File: src/rtl/sysmap_pkg.sv
package sysmap_pkg;
  localparam int unsigned BANK_W     = 8;
  localparam int unsigned OFF_W      = 16;
  localparam int unsigned ADDR_W     = BANK_W + OFF_W;
  localparam int unsigned PAGE_SHIFT = 12;
  localparam int unsigned PAGE_W     = OFF_W - PAGE_SHIFT;
  localparam int unsigned WRAM_AW    = 17;
  localparam int unsigned OB_W       = 8;

  // index of each region inside the one-hot select
  typedef enum int unsigned {
    RGN_WRAM = 0,
    RGN_REGS = 1,
    RGN_EXT  = 2
  } region_e;

  localparam int unsigned RGN_N = 3;

  typedef struct packed {
    logic [RGN_N-1:0]   sel;
    logic [WRAM_AW-1:0] wram_addr;
    logic               unmapped;
    logic [OB_W-1:0]    open_bus;
  } map_result_t;
endpackage

File: src/rtl/sysmap_bank_class.sv
module sysmap_bank_class
  import sysmap_pkg::*;
#(
  parameter logic [BANK_W-1:0] SYS_MASK  = 8'h40,
  parameter logic [BANK_W-1:0] SYS_MATCH = 8'h00
) (
  input  logic [BANK_W-1:0] bank,
  output logic              is_system
);
  // system banks: those whose masked bits match (0x00-0x3F and 0x80-0xBF)
  always_comb begin
    is_system = ((bank & SYS_MASK) == SYS_MATCH);
  end
endmodule

File: src/rtl/sysmap_ram_claim.sv
module sysmap_ram_claim
  import sysmap_pkg::*;
#(
  parameter logic [BANK_W-1:0] LINEAR_BASE  = 8'h7E,
  parameter int unsigned       MIRROR_PAGES = 2
) (
  input  logic [BANK_W-1:0]  bank,
  input  logic [OFF_W-1:0]   offset,
  input  logic               is_system,
  output logic               claim,
  output logic [WRAM_AW-1:0] wram_addr
);
  localparam int unsigned LIN_BANK_BITS = WRAM_AW - OFF_W;
  localparam int unsigned MIRROR_AW     = PAGE_SHIFT + $clog2(MIRROR_PAGES);
  localparam int unsigned MIRROR_PAD    = WRAM_AW - MIRROR_AW;

  logic              lin_hit;
  logic              mir_hit;
  logic [PAGE_W-1:0] page;

  always_comb begin
    page    = offset[OFF_W-1:PAGE_SHIFT];
    lin_hit = (bank[BANK_W-1:LIN_BANK_BITS] == LINEAR_BASE[BANK_W-1:LIN_BANK_BITS]);
    mir_hit = is_system && (32'(page) < MIRROR_PAGES);
    claim   = lin_hit | mir_hit;
    if (lin_hit) begin
      wram_addr = {bank[LIN_BANK_BITS-1:0], offset};
    end else if (mir_hit) begin
      wram_addr = {{MIRROR_PAD{1'b0}}, offset[MIRROR_AW-1:0]};
    end else begin
      wram_addr = '0;
    end
  end
endmodule

File: src/rtl/sysmap_reg_claim.sv
module sysmap_reg_claim
  import sysmap_pkg::*;
#(
  // one bit per page of a system bank that belongs to the register window
  parameter logic [(1<<PAGE_W)-1:0] REG_PAGES = 16'h0014
) (
  input  logic [PAGE_W-1:0] page,
  input  logic              is_system,
  output logic              claim
);
  localparam int unsigned NPAGE = 1 << PAGE_W;

  logic [NPAGE-1:0] hit;

  generate
    for (genvar p = 0; p < NPAGE; p++) begin : g_page
      if (REG_PAGES[p]) begin : g_on
        assign hit[p] = (page == PAGE_W'(p));
      end else begin : g_off
        assign hit[p] = 1'b0;
      end
    end
  endgenerate

  always_comb begin
    claim = is_system && (|hit);
  end
endmodule

File: src/rtl/sysmap_decoder.sv
module sysmap_decoder
  import sysmap_pkg::*;
(
  input  logic                clk,
  input  logic                rst_n,
  input  logic                in_valid,
  input  logic [ADDR_W-1:0]   in_addr,
  output logic                out_valid,
  output logic [RGN_N-1:0]    out_sel,
  output logic [WRAM_AW-1:0]  out_wram_addr,
  output logic                out_unmapped,
  output logic [OB_W-1:0]     out_open_bus
);
  logic [BANK_W-1:0]  bank;
  logic [OFF_W-1:0]   offset;
  logic               is_system;
  logic               ram_claim;
  logic               reg_claim;
  logic [WRAM_AW-1:0] ram_addr;
  map_result_t        res_next;
  map_result_t        res_q;
  logic               valid_q;

  assign bank   = in_addr[ADDR_W-1:OFF_W];
  assign offset = in_addr[OFF_W-1:0];

  sysmap_bank_class u_class (
    .bank      (bank),
    .is_system (is_system)
  );

  sysmap_ram_claim u_ram (
    .bank      (bank),
    .offset    (offset),
    .is_system (is_system),
    .claim     (ram_claim),
    .wram_addr (ram_addr)
  );

  sysmap_reg_claim u_regs (
    .page      (offset[OFF_W-1:PAGE_SHIFT]),
    .is_system (is_system),
    .claim     (reg_claim)
  );

  // resolve claims into a result
  always_comb begin
    res_next = '0;
    if (ram_claim) begin
      res_next.sel[RGN_WRAM] = 1'b1;
      res_next.wram_addr     = ram_addr;
    end else if (reg_claim) begin
      res_next.sel[RGN_REGS] = 1'b1;
    end else begin
      res_next.sel[RGN_EXT]  = 1'b1;
      res_next.unmapped      = 1'b1;
      res_next.open_bus      = in_addr[PAGE_SHIFT+OB_W-1:PAGE_SHIFT];
    end
  end

  always_ff @(posedge clk or negedge rst_n) begin
    if (!rst_n) begin
      valid_q <= 1'b0;
      res_q   <= '0;
    end else begin
      valid_q <= in_valid;
      if (in_valid) begin
        res_q <= res_next;
      end
    end
  end

  assign out_valid     = valid_q;
  assign out_sel       = res_q.sel;
  assign out_wram_addr = res_q.wram_addr;
  assign out_unmapped  = res_q.unmapped;
  assign out_open_bus  = res_q.open_bus;

  AST_CLAIM_EXCLUSIVE: assert property (@(posedge clk) disable iff (!rst_n)
    in_valid |-> $onehot0({ram_claim, reg_claim}))
    else $error("two regions claim one page");
  AST_SEL_ONEHOT: assert property (@(posedge clk) disable iff (!rst_n)
    out_valid |-> $onehot(out_sel))
    else $error("select not one-hot");
  AST_VALID_FOLLOWS: assert property (@(posedge clk) disable iff (!rst_n)
    in_valid |=> out_valid)
    else $error("valid lost");
  AST_IDLE_HOLDS: assert property (@(posedge clk) disable iff (!rst_n)
    !in_valid |=> (!out_valid && $stable(out_sel) && $stable(out_wram_addr)))
    else $error("idle cycle changed result");
  AST_LINEAR_BANK: assert property (@(posedge clk) disable iff (!rst_n)
    (in_valid && in_addr[23:17] == 7'h3F) |=> (out_sel == 3'b001 &&
      out_wram_addr == $past(in_addr[16:0])))
    else $error("linear bank misdecoded");
  AST_OPENBUS_QUIET: assert property (@(posedge clk) disable iff (!rst_n)
    (out_valid && !out_unmapped) |-> (out_open_bus == '0))
    else $error("open bus driven on mapped page");
  AST_WRAM_QUIET: assert property (@(posedge clk) disable iff (!rst_n)
    (out_valid && !out_sel[RGN_WRAM]) |-> (out_wram_addr == '0))
    else $error("work RAM address on other region");
endmodule

File: config.mk
export PLATFORM = sky130hd
export DESIGN_NAME = sysmap_decoder
export DESIGN_NICKNAME = d
export VERILOG_FILES = /design/src/rtl/sysmap_pkg.sv /design/src/rtl/sysmap_bank_class.sv /design/src/rtl/sysmap_ram_claim.sv /design/src/rtl/sysmap_reg_claim.sv /design/src/rtl/sysmap_decoder.sv
export SDC_FILE = /design/constraint.sdc
export NUM_CORES = 1
export LEC_CHECK = 0
export ABC_AREA = 1
export BUFFER_PORTS_ARGS = -buffer_cell sky130_fd_sc_hd__buf_4
export CAP_MARGIN = 20
export CORE_MARGIN = 1
export CORE_UTILIZATION = 46
export DETAILED_ROUTE_END_ITERATION = 10
export PLACE_DENSITY = 0.78
export SETUP_SLACK_MARGIN = 0.5
export SYNTH_ARGS = -nofsm -noshare
export SYNTH_HDL_FRONTEND = slang
export SYNTH_SLANG_ARGS = --single-unit
File: constraint.sdc
create_clock -name clk -period 0.8 [get_ports clk]
set_input_delay 0.12 -clock clk [delete_from_list [all_inputs] [get_ports clk]]
set_output_delay 0.12 -clock clk [all_outputs]
set_load 0.03 [all_outputs]
## Word-level counts from Yosys, hierarchy flattened

Index checks and enable logic that the tools add are counted.

| storage, ports and cells | value |
|---|---|
| memories | 0 |
| bits in registers | 30 |
| memory bits (writable) | 0 |
| word-level logic and storage cells | 22 |
| input port bits | 27 |
| memory bits (read-only) | 0 |
| latch bits | 0 |
| output and inout port bits | 30 |

| operators by class | value |
|---|---|
| shift-type cells | 0 |
| reduce and logical (&&, ||, !) cells | 4 |
| equality and inequality tests | 3 |
| bitwise gates (word level) | 1 |
| multiplexer cells | 8 |
| add/sub/neg operators | 0 |
| multipliers | 0 |
| div/mod/pow operators | 0 |
| magnitude comparators | 1 |

Operators with widths:

| cell | number |
|---|---|
| $mux 18 | 1 |
| $mux 9 | 2 |
| $mux 17 | 1 |
| $mux 13 | 1 |
| $logic_not 8->1 | 1 |
| $eq 7x6->1 const B | 1 |
| $eq 4x2->1 const B | 1 |
| $eq 4x3->1 const B | 1 |
| $lt 4x2->1 const B | 1 |
| $logic_and 1x1->1 | 2 |
| $mux 1 | 2 |
| $mux 2 | 1 |
| $reduce_or 2->1 | 1 |
| $or 1x1->1 | 1 |

## Depth between registers and ports, before layout

Gate-level depths: netlist (run 1).

| depth | value |
|---|---|
| word-level depth | 5 |
| gate-level depth with buffers | 7 |

## By module

From an unflattened synthesis (run 1), not the netlist that was laid out.

| second synthesis, totals | value |
|---|---|
| cells, all modules | 181 |
| area total of the unflattened synthesis | 1503.9 um2 |

Modules (own cells, without submodules):

| module | area an instance (um2) | sequential area each (um2) | cells each | times used |
|---|---|---|---|---|
| sysmap_decoder | 1206.2 | 725.7 | 123 | 1 |
| sysmap_ram_claim | 264.0 | 0.0 | 49 | 1 |
| sysmap_reg_claim | 30.0 | 0.0 | 8 | 1 |
| sysmap_bank_class | 3.8 | 0.0 | 1 | 1 |

## Least setup slack after synthesis (run 1)

OpenSTA, ideal clock, no wires.

| timing | value |
|---|---|
| path type | register to output |
| from | register res_q (netlist bit out_sel[2]) |
| to | output port out_sel[2] |
| arrival | 0.721 ns |
| setup slack | -0.041 ns |
| stages on the path, launching flop included | 2 |
| path buffers | 1 |
| path through | dfrtp_1 -> buf_4 |

RTL lines:

| item | line | text |
|---|---|---|
| start, declared | sysmap_decoder.sv:21 | `map_result_t res_q;` |
| start signal, assigned | sysmap_decoder.sv:68 | `res_q <= res_next;` |
| end, declared | sysmap_decoder.sv:9 | `output logic [RGN_N-1:0] out_sel,` |

No word-level cell between the ends.

==> reports/summary.txt, run 1 <==
Worst EP required: 680 ps
Syn_area_per_cell: 9.35 µm²
P per Cell Area: 1500 nW/µm²
Root Driver: clkbuf_4
RSZ-0062 raised after global routing: yes
Die height: 54.8 µm
Crit start category: register
Io pins: 57
Gr busiest metal: met2
Syn nets: 164
Final Hold Violating Endpoints: 29
Final wirelength: 3970 µm
Grt met3 use: 8.61%
CP Cell Sequence: buf_6
Layout cells sized above 1: 68.6%
Post-route ant nets: 0
Synth warn: 0
Remaining global-route overflow: 0
Max Fanout on Critical Path: 3
IO buf count: 56
Max IR drop VDD: 1.58 mV
Slowest CP cell: dfrtp_2
1st-iter DRT viols: 27
Commonest non-fill, non-tap cell in the layout: nand2_1
Core area: 2540 µm²
Max-Cap Viols: 0
Status: finished with violations
Worst setup path category: register to output pin
Initial Util: 50.3%
Ant. Diodes: 0
Commonest non-fill, non-tap cells in the layout: 42 x nand2_1, 41 x buf_4, 40 x buf_6
Cell family with most CP delay: flip-flops
Antenna violations before repair: 0
Cts bufs inserted: 5
Avg WL per Cell: 15.9 µm
CP bufs+invs: 1
Slew HR: 75.8%
Clk Latency, worst-skew pair: 320 ps
Total track usage: 24.8%
F_max: 0.962 GHz
Mapped Area: 1280 µm²
Number of clock sinks: 29
Initial DRT Pass Iterations: 5
TNS Setup: -6220 ps
Crit path time final: 1040 ps
HPWL Detailed: 2350 µm
H-tree lvl count: 2
Die X: 54.8 µm
Avg Vias per Cell: 5.33
Setup ws final: -239 ps
Worst-Margin Slew: 363 ps
NumNets Final: 246
DRC: 0
Die area: 3000 µm²
Synth top area share: 56.6%
TritonCTS clock tree: done
Clock Tree Buf Depth: 2
Vias: 1332
Crit. End Element: output pin
Hold WS: -302 ps
FP Rows: 18
Power Total: 3320 µW
Clock skew: 0 ps
Area leader, netlist: dfrtp_1
Worst Path Arrival: 920 ps
Final setup violation count: 33
Final period util: 130%
P&R area growth vs syn: 72.7%
M1 GR Usage: 27.0%
Seq/Total Area, Yosys: 56.6%
Failing checks: negative hold slack, negative setup slack
#FFs+latches synth: 29
Synth Instances: 137
Global-route wire length before repair: 5010 µm
CP max stage delay: 440 ps
Slew Limit Fails: 0
Number of global-route vias before repair: 1214
Reg clk slew, reported paths: 90 ps
Grt met2 use: 43.6%
Distinct cell type count after synthesis: 19
Ranking of synthesized cells by area: dfrtp_1 57%, nand2_1 17%, nand3_2 8.6%
Pin count of the biggest net entering global routing: 30
Gp weighted congestion: 0.892
Leakage: 0.00112 µW
Hold Crit Class: primary input to asynchronous set/reset pin
## power breakdown
part | internal (µW) | total [µW] | switching (µW) | leakage, µW
sequential | 1550 | 1610 | 61.2 | 0.000358
clock | 433 | 922 | 489 | 0.0000326
combinational | 366 | 796 | 429 | 0.000734
total | 2350 | 3320 | 980 | 0.00112
## final timing paths
path / startpoint / end / slack, ps / depth (start not counted)
hold / removal: rst_n / out_wram_addr[2]$_DFFE_PN0P_ / -300 / 1
hold reg to reg: out_wram_addr[1]$_DFFE_PN0P_ / out_wram_addr[1]$_DFFE_PN0P_ / 500 / 2
setup / recovery: out_sel[2]$_DFFE_PN0P_ / out_unmapped / -240 / 1
max in group asynchronous: rst_n / out_wram_addr[1]$_DFFE_PN0P_ / 810 / 1
setup reg to reg: out_open_bus[7]$_DFFE_PN0P_ / out_open_bus[7]$_DFFE_PN0P_ / -30 / 4
min in group clk: in_addr[2] / out_wram_addr[2]$_DFFE_PN0P_ / 20 / 3
## cells in the mapped netlist
cell type	number
nand3_2	11
nand2_1	59
buf_2	2
o21ai_1	1
inv_1	4
dfrtp_1	29
buf_12	1
o21ai_0	4
buf_4	3
nor2_1	4
o31ai_1	2
nor2_4	1
a31oi_1	2
inv_2	1
buf_1	1
nand3_1	8
nand2_2	1
nand2_4	1
nor2_2	2
## metal layers
layer  vias to the layer above  part of all wire (%)  wire length (µm)
met5                         -                     0                 0
met4                         0                   3.1               125
met3                        21                   7.2               284
met2                        77                    51              2040
met1                       635                    38              1520
li1                        599                     -                 -
## state kept, by name (all words and copies together), names as in the netlist
name / cells
out_wram_addr: 17
out_open_bus: 8
out_sel: 3
out_valid: 1
## timing repair
item                                   CTS  global route
buffers inserted                         5             6
gates resized for setup                 33            25
pin swaps                               27            10
setup endpoints to repair               58            58
endpoints found under the hold margin   29            29
## stage by stage
| stage | setup slack (ps) | instances | instance area, µm² | util [%] | hold WS (ps) |
|---|---|---|---|---|---|
| 3_5_place_dp | -141 | 231 | 1870 | 73.5 | 56.5 |
| 5_1_grt | -261 | 250 | 2210 | 86.9 | -286 |
| 4_1_cts | -241 | 244 | 2090 | 82.0 | -299 |
| 2_1_floorplan | 49.1 | 137 | 1360 | - | -176 |
| 3_3_place_gp | -97.5 | 231 | 1870 | 73.5 | 54.4 |
| 6_report | -239 | 250 | 2210 | 86.9 | -302 |
## worst reg2reg max path: stages (launching register included)
cell and delay (ps):
dfrtp_2 430, buf_6 120, buf_6 100, nand2_2 50, nand2_1 40
## layout make-up
| type | instances | area [µm²] |
|---|---|---|
| Fill cell | 135 | 333 |
| Sequential cell | 29 | 749 |
| Inverter | 5 | 21.3 |
| Timing Repair Buffer | 82 | 778 |
| Clock buffer | 8 | 58.8 |
| Multi-Input combinational cell | 96 | 567 |
| Tap cell | 30 | 37.5 |
## logic make-up after synthesis
family / Yosys count / share of synthesized area (%)
buf+inv: 12 / 5.86
flops: 29 / 56.6
compound gates: 9 / 4.10
simple gates: 87 / 33.4
Power figures use the tool's default switching activity.
==> run 2: changes to the inputs <==
--- a/config.mk
+++ b/config.mk
@@ -8,6 +8,7 @@
 export ABC_AREA = 1
 export BUFFER_PORTS_ARGS = -buffer_cell sky130_fd_sc_hd__buf_4
 export CAP_MARGIN = 20
+export CORE_ASPECT_RATIO = 1.5
 export CORE_MARGIN = 1
 export CORE_UTILIZATION = 46
 export DETAILED_ROUTE_END_ITERATION = 10
==> reports/summary.txt, run 2 (synthesis gave the netlist of run 1 again) <==
Status: finished with violations
Failing checks: negative hold slack, negative setup slack
P per Cell Area: 1570 nW/µm² (+4.2%)
NumNets Final: 246 (unchanged)
Root Driver: clkbuf_8
Total track usage: 25.6% (+0.82 points)
Crit. End Element: output pin
Avg Vias per Cell: 5.24 (-1.7%)
Die area: 3000 µm² (+0.14%)
Die height: 66.6 µm (+22%)
Initial Util: 48.4% (-2.0 points)
Die X: 45.1 µm (-18%)
Placed Area: 1890 µm² (+0.74%)
Gp weighted congestion: 0.746 (-16%)
R2R setup slack: -90 ps (-60 ps)
Setup crit end: out_wram_addr[12]
F_max: 1.03 GHz (+6.8%)
RSZ-0062 raised after global routing: yes
Cell family with most CP delay: flip-flops
Final setup violation count: 34 (+3.0%)
Max-Cap Viols: 0 (unchanged)
Crit path launch: out_wram_addr[12]$_DFFE_PN0P_
Layout cells sized above 1: 77.3% (+8.6 points)
Initial DRT Pass Iterations: 4 (-1)
Clk Latency, worst-skew pair: 280 ps (-40 ps)
Worst Path Arrival: 850 ps (-70 ps)
Io pins: 57 (unchanged)
Worst setup path category: register to output pin
Number of clock sinks: 29 (unchanged)
Post-route ant nets: 0 (unchanged)
Setup ws final: -173 ps (+66.4 ps)
Reg clk slew, reported paths: 60 ps (-30 ps)
TritonCTS clock tree: done
Crit path time final: 973 ps (-66.4 ps)
Final period util: 122% (-8.3 points)
Area taken by multi-input logic gates: 657 µm² (+16%)
Post-Place Cells: 237 (+2.6%)
Final Hold Violating Endpoints: 29 (unchanged)
Slew HR: 76.4% (+0.59 points)
CP Depth: 1 (unchanged)
Remaining global-route overflow: 0 (unchanged)
CP max stage delay: 420 ps (-20 ps)
Clock Tree Buf Depth: 2 (unchanged)
HPWL Detailed: 2480 µm (+5.4%)
Max FFs per register: 17 (unchanged)
Final wirelength: 4400 µm (+11%)
Hold WS: -256 ps (+46.6 ps)
Fillers: 113 (-16%)
CP Cell Sequence: buf_6
Reg2reg start: out_wram_addr[10]$_DFFE_PN0P_
FP Rows: 23 (+5)
Leakage: 0.00118 µW (+5.3%)
Final Instance Area: 2420 µm² (+9.3%)
IO buf count: 56 (unchanged)
Commonest non-fill, non-tap cells in the layout: 45 x buf_6, 32 x buf_4, 31 x nand2_1
Worst-Margin Slew: 354 ps (-8.87 ps)
Max IR drop VDD: 1.39 mV (-12%)
Slowest CP cell: dfrtp_2
Worst EP required: 680 ps (about the same)
Number of global-route vias before repair: 1218 (+0.33%)
Post-route insts no fill: 257 (+2.8%)
H-tree lvl count: 2 (unchanged)
CP bufs+invs: 1 (unchanged)
Core area: 2650 µm² (+4.0%)
Slew Limit Fails: 0 (unchanged)
Global-route wire length before repair: 5350 µm (+6.7%)
Ant. Diodes: 0 (unchanged)
Avg WL per Cell: 17.1 µm (+7.8%)
Crit start category: register
TNS Setup: -4750 ps (+1470 ps)
Hold Crit Class: primary input to asynchronous set/reset pin
Max Fanout on Critical Path: 2 (-1)
Register area: 749 µm² (unchanged)
Cts bufs inserted: 5 (unchanged)
P&R area growth vs syn: 88.7%
DRC: 0 (unchanged)
Commonest non-fill, non-tap cell in the layout: buf_6
Pre-CTS WS: -147 ps (-6.29 ps)
R2R Path End: out_wram_addr[10]$_DFFE_PN0P_
FF-to-FF path depth: 4 (unchanged)
Vias: 1346 (+1.1%)
Clock skew: 0 ps (unchanged)
Pin count of the biggest net entering global routing: 30 (unchanged)
Antenna violations before repair: 0 (unchanged)
1st-iter DRT viols: 24 (-11%)
-- run 2: area by class of cell --
| cell class | count | area share [%] |
|---|---|---|
| timing repair buffer | 82 | 34.4 |
| clock buffer | 7 | 3.99 |
| multi-input combinational | 96 | 27.2 |
| clock inverter | 1 | 0.207 |
| sequential | 29 | 31.0 |
| tap | 37 | 1.92 |
| inverter | 5 | 1.29 |
-- run 2: report_power, final --
part           switching [µW]  leakage [µW]  total (µW)  internal (µW)
combinational             465      0.000772         860            394
clock                     535     0.0000542        1310            775
sequential               65.2      0.000358        1610           1550
-- run 2: stage by stage --
step | total power (µW) | util (%)
CTS | 3680 | 81.9
finish | 3780 | 91.3
global placement | 2280 | 71.2
floorplan | 1960 | -
global route | 3910 | 91.3
detailed placement | 2290 | 71.2
-- run 2: worst min path at each step --
stage / startpoint / to / slack, ps / cells past startpoint
after floorplan: rst_n / out_open_bus[0]$_DFFE_PN0P_ / -180 / 0
after global placement: rst_n / out_wram_addr[6]$_DFFE_PN0P_ / 50 / 1
after detailed placement: rst_n / out_wram_addr[11]$_DFFE_PN0P_ / 60 / 1
after CTS: rst_n / out_wram_addr[11]$_DFFE_PN0P_ / -240 / 1
after global routing: rst_n / out_wram_addr[11]$_DFFE_PN0P_ / -230 / 1
final: rst_n / out_wram_addr[11]$_DFFE_PN0P_ / -260 / 1
-- run 2: what timing repair did --
item,4_1_cts,5_1_grt
endpoints found under the hold margin,29,29
setup endpoints to repair,59,58
setup buffers,5,7
pin swaps,24,22
resized for setup,39,57
-- run 2: routing by layer --
layer	vias up	part of all wire (%)	global-route usage (%)	wire, µm
met5	-	0	0	0
met4	0	5.1	13.3	225
met3	17	6.2	6.50	275
met2	75	57	45.8	2520
met1	654	31	26.1	1380
li1	600	-	-	-
